--- config.mk ---
export PLATFORM = sky130hd
export DESIGN_NAME = dlist_copro
export DESIGN_NICKNAME = d
export VERILOG_FILES = /design/src/rtl/dlc_pkg.sv /design/src/rtl/dlc_decode.sv /design/src/rtl/dlc_beam_cmp.sv /design/src/rtl/dlist_copro.sv
export SDC_FILE = /design/constraint.sdc
export NUM_CORES = 1
export LEC_CHECK = 0
export ABC_AREA = 1
export BUFFER_PORTS_ARGS = -buffer_cell sky130_fd_sc_hd__buf_2
export CAP_MARGIN = 20
export CORE_ASPECT_RATIO = 0.75
export CORE_MARGIN = 2
export CORE_UTILIZATION = 40
export DETAILED_ROUTE_END_ITERATION = 6
export GPL_TIMING_DRIVEN = 0
export PLACE_DENSITY = 0.66
export SLEW_MARGIN = 20
export SYNTH_ARGS = -nofsm -noshare
export SYNTH_HDL_FRONTEND = slang
export SYNTH_SLANG_ARGS = --single-unit
--- constraint.sdc ---
create_clock -name clk -period 1.7 [get_ports clk]
set_input_delay 0.34 -clock clk [delete_from_list [all_inputs] [get_ports clk]]
set_output_delay 0.34 -clock clk [all_outputs]
set_load 0.03 [all_outputs]
--- src/rtl/dlc_pkg.sv ---
package dlc_pkg;

    localparam int unsigned WORD_W = 16;
    localparam int unsigned LINE_W = 8;
    localparam int unsigned HPOS_W = 7;
    localparam int unsigned KEY_W  = LINE_W + HPOS_W;

    localparam logic [WORD_W-1:0] END_HI = 16'hFFFF;
    localparam logic [WORD_W-1:0] END_LO = 16'hFFFE;

    typedef enum logic [2:0] {
        ST_IDLE,
        ST_FETCH_HI,
        ST_FETCH_LO,
        ST_EXEC,
        ST_STALL,
        ST_HALT
    } dlc_state_e;

    typedef enum logic [1:0] {
        OP_MOVE,
        OP_WAIT,
        OP_SKIP,
        OP_HALT
    } dlc_op_e;

    typedef struct packed {
        dlc_op_e          op;
        logic             in_range;
        logic [KEY_W-1:0] target;
        logic [KEY_W-1:0] mask;
    } dlc_instr_t;

    function automatic logic [KEY_W-1:0] beam_key(input logic [LINE_W-1:0] line,
                                                  input logic [HPOS_W-1:0] hpos);
        return {line, hpos};
    endfunction

endpackage

--- src/rtl/dlc_decode.sv ---
module dlc_decode
    import dlc_pkg::*;
#(
    parameter int unsigned REG_IDX_W = 8
) (
    input  logic [WORD_W-1:0]    w_hi,
    input  logic [WORD_W-1:0]    w_lo,
    output dlc_instr_t           instr,
    output logic [REG_IDX_W-1:0] reg_idx
);

    logic in_range;

    generate
        if (REG_IDX_W >= WORD_W - 1) begin : g_full_range
            assign in_range = 1'b1;
        end else begin : g_part_range
            assign in_range = (w_hi[WORD_W-1:REG_IDX_W+1] == '0);
        end
    endgenerate

    assign reg_idx = w_hi[REG_IDX_W:1];

    always_comb begin
        instr.target   = w_hi[WORD_W-1:1];
        instr.mask     = w_lo[WORD_W-1:1];
        instr.in_range = in_range;
        if (!w_hi[0]) begin
            instr.op = OP_MOVE;
        end else if (w_hi == END_HI && w_lo == END_LO) begin
            instr.op = OP_HALT;
        end else if (w_lo[0]) begin
            instr.op = OP_SKIP;
        end else begin
            instr.op = OP_WAIT;
        end
    end

endmodule

--- src/rtl/dlc_beam_cmp.sv ---
module dlc_beam_cmp
    import dlc_pkg::*;
(
    input  logic [KEY_W-1:0] beam,
    input  logic [KEY_W-1:0] target,
    input  logic [KEY_W-1:0] mask,
    output logic             reached
);

    logic [KEY_W-1:0] beam_m;
    logic [KEY_W-1:0] target_m;

    assign beam_m   = beam & mask;
    assign target_m = target & mask;
    assign reached  = (beam_m >= target_m);

endmodule

--- src/rtl/dlist_copro.sv ---
module dlist_copro
    import dlc_pkg::*;
#(
    parameter int unsigned ADDR_W    = 19,
    parameter int unsigned REG_IDX_W = 8
) (
    input  logic                 clk,
    input  logic                 rst,
    input  logic                 frame_start,
    input  logic [ADDR_W-1:0]    list_base,
    input  logic [LINE_W-1:0]    beam_line,
    input  logic [HPOS_W-1:0]    beam_hpos,
    output logic                 mem_req,
    output logic [ADDR_W-1:0]    mem_addr,
    input  logic                 mem_gnt,
    input  logic [WORD_W-1:0]    mem_rdata,
    output logic                 reg_we,
    output logic [REG_IDX_W-1:0] reg_addr,
    output logic [WORD_W-1:0]    reg_wdata
);

    localparam logic [ADDR_W-1:0] STEP_ONE = ADDR_W'(1);
    localparam logic [ADDR_W-1:0] STEP_TWO = ADDR_W'(2);

    dlc_state_e           st;
    logic [ADDR_W-1:0]    pc;
    logic [WORD_W-1:0]    w_hi;
    logic [WORD_W-1:0]    w_lo;
    dlc_instr_t           instr;
    logic [REG_IDX_W-1:0] reg_idx;
    logic                 reached;

    dlc_decode #(.REG_IDX_W(REG_IDX_W)) u_decode (
        .w_hi    (w_hi),
        .w_lo    (w_lo),
        .instr   (instr),
        .reg_idx (reg_idx)
    );

    dlc_beam_cmp u_cmp (
        .beam    (beam_key(beam_line, beam_hpos)),
        .target  (instr.target),
        .mask    (instr.mask),
        .reached (reached)
    );

    always_ff @(posedge clk) begin
        if (rst) begin
            st   <= ST_IDLE;
            pc   <= '0;
            w_hi <= '0;
            w_lo <= '0;
        end else if (frame_start) begin
            st <= ST_FETCH_HI;
            pc <= list_base;
        end else begin
            unique case (st)
                ST_FETCH_HI: if (mem_gnt) begin
                    w_hi <= mem_rdata;
                    pc   <= pc + STEP_ONE;
                    st   <= ST_FETCH_LO;
                end
                ST_FETCH_LO: if (mem_gnt) begin
                    w_lo <= mem_rdata;
                    pc   <= pc + STEP_ONE;
                    st   <= ST_EXEC;
                end
                ST_EXEC: begin
                    unique case (instr.op)
                        OP_MOVE: st <= ST_FETCH_HI;
                        OP_WAIT: st <= ST_STALL;
                        OP_SKIP: begin
                            if (reached) pc <= pc + STEP_TWO;
                            st <= ST_FETCH_HI;
                        end
                        OP_HALT: st <= ST_HALT;
                        default: st <= ST_HALT;
                    endcase
                end
                ST_STALL: if (reached) st <= ST_FETCH_HI;
                ST_IDLE, ST_HALT: st <= st;
                default: st <= ST_IDLE;
            endcase
        end
    end

    assign mem_req   = (st == ST_FETCH_HI) || (st == ST_FETCH_LO);
    assign mem_addr  = pc;
    assign reg_we    = (st == ST_EXEC) && (instr.op == OP_MOVE) && instr.in_range;
    assign reg_addr  = reg_idx;
    assign reg_wdata = w_lo;

    // an ungranted request is held with a stable address
    p_req_hold_r2: assert property (@(posedge clk) disable iff (rst)
        (mem_req && !mem_gnt && !frame_start) |=> (mem_req && $stable(mem_addr)));

    // a frame pulse restarts fetching at the base address
    p_frame_restart_r8: assert property (@(posedge clk) disable iff (rst)
        frame_start |=> (mem_req && mem_addr == $past(list_base)));

    // every write needs two fresh fetches, so strobes never touch
    p_write_spaced_r3: assert property (@(posedge clk) disable iff (rst)
        reg_we |=> !reg_we);

    // an unsatisfied hold leaves the bus alone
    p_stall_quiet_r5: assert property (@(posedge clk) disable iff (rst)
        (st == ST_STALL && !reached && !frame_start) |=> !mem_req);

    // a step resumes fetching at once, past the next command when reached
    p_skip_target_r6: assert property (@(posedge clk) disable iff (rst)
        (st == ST_EXEC && instr.op == OP_SKIP && !frame_start) |=>
        (mem_req && mem_addr == $past(pc) + ($past(reached) ? STEP_TWO : '0)));

    // the end marker keeps the block silent until the next frame
    p_halt_silent_r7: assert property (@(posedge clk) disable iff (rst)
        (st == ST_HALT && !frame_start) |=> (!mem_req && !reg_we));

endmodule

* Yosys cells after proc, flatten, opt, wreduce, memory -nomap -nowiden *
Index checks and enable logic that the tools add are counted.

cells by class
  $add $sub $neg = 2
  order comparisons = 1
  equal/unequal tests = 20
  muxes and demuxes = 14
  bitwise logic cells = 4
  reduce and logical (&&, ||, !) cells = 17

operator list
  kind                                                                      number
  19-bit two-way mux                                                        4
  19-bit one-hot mux with 2 select lines                                    1
  16-bit equality test (second input constant)                              2
  15-bit bitwise AND                                                        2
  19-bit by 1-bit adder with 19-bit output (second input constant)          1
  19-bit by 2-bit adder with 19-bit output (second input constant)          1
  15-bit greater-or-equal comparator                                        1
  3-bit one-hot mux with 5 select lines                                     1
  3-bit inequality test (second input constant)                             4
  4-bit AND reduction                                                       3
  3-bit two-way mux                                                         3
  3-bit one-hot mux with 3 select lines                                     1
  2-bit inequality test (second input constant)                             4
  2-bit OR reduction                                                        4
  7-bit zero test                                                           1
  3-bit by 2-bit equality test with 1-bit output (second input constant)    2
  3-bit equality test (second input constant)                               2
  2-bit two-way mux                                                         3
  3-bit AND reduction                                                       2
  2-bit equality test (second input constant)                               2
  3-bit by 1-bit equality test with 1-bit output (second input constant)    1
  1-bit logical AND                                                         3
  3-bit zero test                                                           1
  3-bit by 1-bit inequality test with 1-bit output (second input constant)  1
  other kinds (7)                                                           8

word-level totals
  register bits after elaboration = 54
  bits of input ports = 54
  output and inout bits = 45
  word-level logic and storage cells = 63

* Logic depth before layout (Yosys ltp) *
  depth in word-level cells = 9
  depth in mapped cells = 14
  mapped depth without buffers = 14

* By module *
A second synthesis with hierarchy kept.

second synthesis, totals
  cells, all modules = 608
  area, all modules = 3769.9 µm²

by module, submodules not included
  module        times used  cells each  area an instance (µm²)
  dlist_copro   1           426         2781.4
  dlc_beam_cmp  1           104         540.5
  dlc_decode    1           78          447.9

* Worst setup path before layout *
No wires, ideal clock.

  path kind = input port to flip-flop
  start point = input beam_line[7]
  end point = register pc[13] (netlist: mem_addr[13])
  setup time = 131 ps
  arrival time = 1672 ps
  setup slack = -103 ps
  cell stages on the path = 13
  cells stage by stage = nand2_1 -> inv_1 -> ha_1 -> a21o_1 -> nor2_1 -> o21ai_1 -> nor2_1 -> nand3_1 -> nand3_4 -> inv_4 -> buf_6 -> nand2_1 -> a21oi_2

between the ends
  cells in the longest elaborated chain, start to end = 4

ends and longest elaborated chain
  item                                    RTL line            source
  start, declared                         dlist_copro.sv:11   input logic [LINE_W-1:0] beam_line,
  15-bit bitwise AND                      dlc_beam_cmp.sv:13  assign beam_m = beam & mask;
  15-bit greater-or-equal comparator      dlc_beam_cmp.sv:15  assign reached = (beam_m >= target_m);
  3-bit inequality test (no source line)  -
  4-bit AND reduction (no source line)    -
  end signal, assigned                    dlist_copro.sv:55   pc <= list_base;
  end signal, assigned                    dlist_copro.sv:60   pc <= pc + STEP_ONE;
  end signal, assigned                    dlist_copro.sv:65   pc <= pc + STEP_ONE;
  end, declared                           dlist_copro.sv:26   logic [ADDR_W-1:0] pc;

No other way between the ends.
A chain may end at the register's enable or synchronous reset.

* Worst setup path in the final report *
  start point = register w_lo[15] (netlist: reg_wdata[15])
  end point = register pc[16] (netlist: mem_addr[16])

between the ends
  cells in the longest elaborated chain, start to end = 7
  elaborated cells between the ends (all ways) = 11
  classes of those cells = 1 x order compare; 4 x eq/ne; 2 x mux; 2 x bitwise; 2 x reduce/logical

ends and longest elaborated chain
  item                                                                                        RTL line           source
  start, declared                                                                             dlist_copro.sv:28  logic [WORD_W-1:0] w_lo;
  start signal, assigned                                                                      dlist_copro.sv:64  w_lo <= mem_rdata;
  parallel branches: the longest is 6 deep, another holds 15-bit greater-or-equal comparator  -
  4-bit AND reduction (no source line) *                                                      -
  end signal, assigned                                                                        dlist_copro.sv:60
  end signal, assigned                                                                        dlist_copro.sv:65
  end signal, assigned                                                                        dlist_copro.sv:73  if (reached) pc <= pc + STEP_TWO;

Every way passes the cells marked *.

==> metrics.md <==
| Metric | Value |
|---|---|
| Status | `complete, but fails checks` |
| Violated checks | `setup timing` |
| Ranking of synthesized cells by area | `dfxtp_1, nand2_1, nor2_1` |
| Iteration-0 DRC Markers | `333` |
| Commonest cells in the netlist | `nand2_1, nor2_1, dfxtp_1` |
| Full die area | `10000 um^2` |
| CTS Sinks | `54` |
| Via-to-Cell Ratio | `4.96` |
| Post-DP HPWL | `between 8000 and 9000 um` |
| Worst-path fanout max | `5` |
| Syn Inst Count | `577` |
| Routed via count | `around 4000` |
| Core Util, Final | `55.7%` |
| First-pass GRT wire length | `about 18000 um` |
| Measured slew at the worst slew-check pin | `0.665 ns` |
| Critical Path Max Stage Delay | `0.37 ns` |
| RSZ-0062 raised after global routing | `true` |
| Sw Ratio | `35.0%` |
| Reg2reg path depth | `15` |
| DRC | `0` |
| Final worst path period share | `113%` |
| Data required, critical path | `1.89 ns` |
| Setup slack after layout | `-0.220 ns` |
| Max-Slew Margin vs Limit | `55.7%` |
| Arr. time, crit path | `2.11 ns` |
| Clk Latency, worst-skew pair | `roughly 0.29 ns` |
| Worst-path clk slew | `0.08 ns` |
| Fin. Hold Viols | `0` |
| Syn Nets | `648` |
| Syn-to-layout area delta | `36.0%` |
| Synth warn | `0` |
| Die Height | `87.2 um` |
| H-tree levels | `2` |
| Final Max Slew Viols | `0` |
| Nets | `765` |
| Top Family by Delay on Critical Path | `simple AND/OR/NAND/NOR gates` |
| Unique cell type count in the Yosys netlist | `36` |
| Final setup fails | `21` |
| Fmax | `521 MHz` |
| Final ANT Viol Nets | `0` |
| EDFF count, synth | `0` |
| Die width | `115 um` |
| Number of max-cap violations | `0` |
| Flip-flop and latch count after synthesis | `between 50 and 60` |
| I/O Buffers | `96` |
| Layout cells sized above 1 | `41.6%` |
| # hold bufs at CTS | `0` |
| Reg2reg end | `mem_addr[16]` |
| Min cycle time layout | `~1.9 ns` |
| Diode count | `0` |
| FF-to-FF setup slack | `-0.22 ns` |
| Vias in the first global route | `3667` |
| Netlist Area Pre-Place | `3690 um^2` |
| Hold path depth | `3` |
| Pre-Repair DR Iteration Count | `5` |
| TritonCTS Buffers | `5` |
| Flop pwr share | `between 40% and 50%` |
| Cell area after layout | `5020 um^2` |
| Top cell type's share of synthesized area | `29.3%` |
| Core area | `9010 um^2` |
| Asr flop ratio synth | `0%` |
| CTS tree | `built` |
| Layout Cells excl Fill | `approximately 810` |
| Clock share of power | `29.8%` |
| CP Capture Type | `register` |
| Total Wirelength | `11300 um` |
| Worst R2R Start | `reg_wdata[15]` |
| Power Internal | `2.30 mW` |
| Worst Skew | `0.0120 ns` |
| Critical path class | `register to register` |
| Power per cell area | `roughly 700 nW/um^2` |
| Longest Clk Path Bufs | `2` |
| Crit-path cells | `nand2_4 > inv_2 > ha_4 > nand2_4 > nor2_4 > nand2_2 > o21ai_2 > nor2_2 > nand3_2 > nand3_4 > inv_6 > buf_6 > nand2_2 > nor2_1 > nor2_1` |
| Hold Path Origin | `mem_rdata[12]` |
| Comb power frac | `28.9%` |
| Initial Util | `40.9%` |
| Placed Area | `4380 um^2` |
| WHS Endpoint | `reg_wdata[12]` |
| CP max-delay cell | `dfxtp_4` |
| TNS Setup | `-3.60 ns` |
| Count leader, synth | `nand2_1` |
| Psw | `1.24 mW` |
| Global placer's final weighted congestion | `0.904` |
| Largest area contributor in the netlist | `dfxtp_1` |
| Synth Flop Type | `dfxtp_1` |
| Mean Syn Cell Area | `6.39 um^2` |
| Tot GR Track Use | `22.4%` |
| Max IR drop VDD | `approximately 0.44 mV` |
| GR Overflow Total | `0` |
| # rows | `30` |
| DP Cell Count | `between 700 and 800` |
| Initial antenna violation count | `0` |
| Largest net degree at the start of global routing | `18` |
| Hold crit path type | `input port to register` |
| Post-synthesis sequential area ratio | `29.3%` |
| Startpoint Class | `register` |
| Drt wl/cell | `roughly 14 um` |
| Buf/Inv on CP | `3` |
| Leakage | `2.53 nW` |
| CTS root buffer | `clkbuf_16` |
| IO Pins | `99` |
==> cell families after synthesis <==
| group | after synthesis | synth area share, % |
|---|---|---|
| AO/OA/AOI/OAI | 78 | 12.6 |
| XOR/XNOR | 9 | 2.14 |
| adder cells (fa/ha/maj) | 17 | 5.77 |
| buffers and inverters | 92 | 12.7 |
| flip-flops | 54 | 29.3 |
| multiplexers | 1 | 0.271 |
| AND/OR/NAND/NOR | 326 | 37.2 |
==> metal layers <==
| metal | share of wire (%) | wire length, um | vias to the layer above | global-route usage, % |
|---|---|---|---|---|
| met5 | 0 | 0 | - | 0 |
| met4 | 1.2 | 133 | 0 | 5.59 |
| met3 | 7.8 | 885 | 13 | 3.83 |
| met2 | 43 | 4830 | 147 | 34.3 |
| met1 | 48 | 5450 | 1794 | 32.6 |
| li1 | - | - | 2045 | - |
==> sequential cells by signal (all words and copies together), names as in the netlist <==
signal     count
mem_addr      19
reg_wdata     16
st             3
w_hi          16
==> placed cells by master, fill, tap and decap left out, drive strengths merged <==
master    netlist  final
clkbuf         11     14
clkinvlp        0      1
mux2i           1      1
clkinv          1      1
xor2            9      9
o21bai          2      2
dfxtp          54     54
a21o            3      3
a21boi          3      3
ha             17     17
buf            29    142
o21ai          47     47
a21oi          18     18
nand2         158    158
a31oi           5      5
nand4           6      6
nand3          20     20
inv            51     52
nor3            4      4
nor4            2      2
nor2          136    136
==> what timing repair did <==
item / 4_1_cts / 5_1_grt
buffers inserted: 12 / 5
pin swaps: 16 / 33
gates cloned: 1 / 0
endpoints found under the setup margin: 43 / 39
resized for setup: 57 / 67
==> how the worst max path moves through the flow <==
stage | start | endpoint | slack, ns | depth (start not counted)
5_1_grt | reg_wdata[15] | mem_addr[16] | -0.29 | 15
2_1_floorplan | reg_wdata[15] | mem_addr[7] | -0.05 | 12
6_report | reg_wdata[15] | mem_addr[16] | -0.22 | 15
3_5_place_dp | beam_hpos[6] | mem_addr[17] | -0.43 | 15
4_1_cts | reg_wdata[6] | mem_addr[16] | -0.19 | 15
3_3_place_gp | beam_hpos[4] | mem_addr[17] | -0.40 | 15
==> worst min-delay path, cell delays in order <==
cell and delay [ns]:
buf_2 0.09, nor2_1 0.04, nor2_1 0.08
==> power groups by stage <==
stage | combinational [mW] | sequential, mW | clock, mW
floorplan | 0.511 | 1.57 | 0
global placement | 0.858 | 1.48 | 0
detailed placement | 0.873 | 1.49 | 0
CTS | 0.963 | 1.46 | 1.07
global route | 1.12 | 1.48 | 1.13
finish | 1.02 | 1.46 | 1.05
==> final cells by class <==
| class | count | area, um^2 |
|---|---|---|
| Sequential cell | 54 | 1140 |
| Multi-Input combinational cell | 431 | 2460 |
| Inverter | 52 | 209 |
| Clock inverter | 2 | 17.5 |
| Fill cell | 867 | 3990 |
| Timing Repair Buffer | 113 | 653 |
| Clock buffer | 6 | 129 |
| Buffer | 37 | 267 |
| Tap cell | 112 | 140 |
==> per-stage QoR <==
step / setup slack, ns / hold slack [ns] / power, mW
after global placement: -0.405 / 0.498 / 2.34
after detailed placement: -0.427 / 0.507 / 2.36
after floorplan: -0.0468 / 0.475 / 2.08
after global routing: -0.293 / 0.286 / 3.72
after CTS: -0.188 / 0.282 / 3.49
final: -0.220 / 0.279 / 3.54
Power figures use the tool's default switching activity.
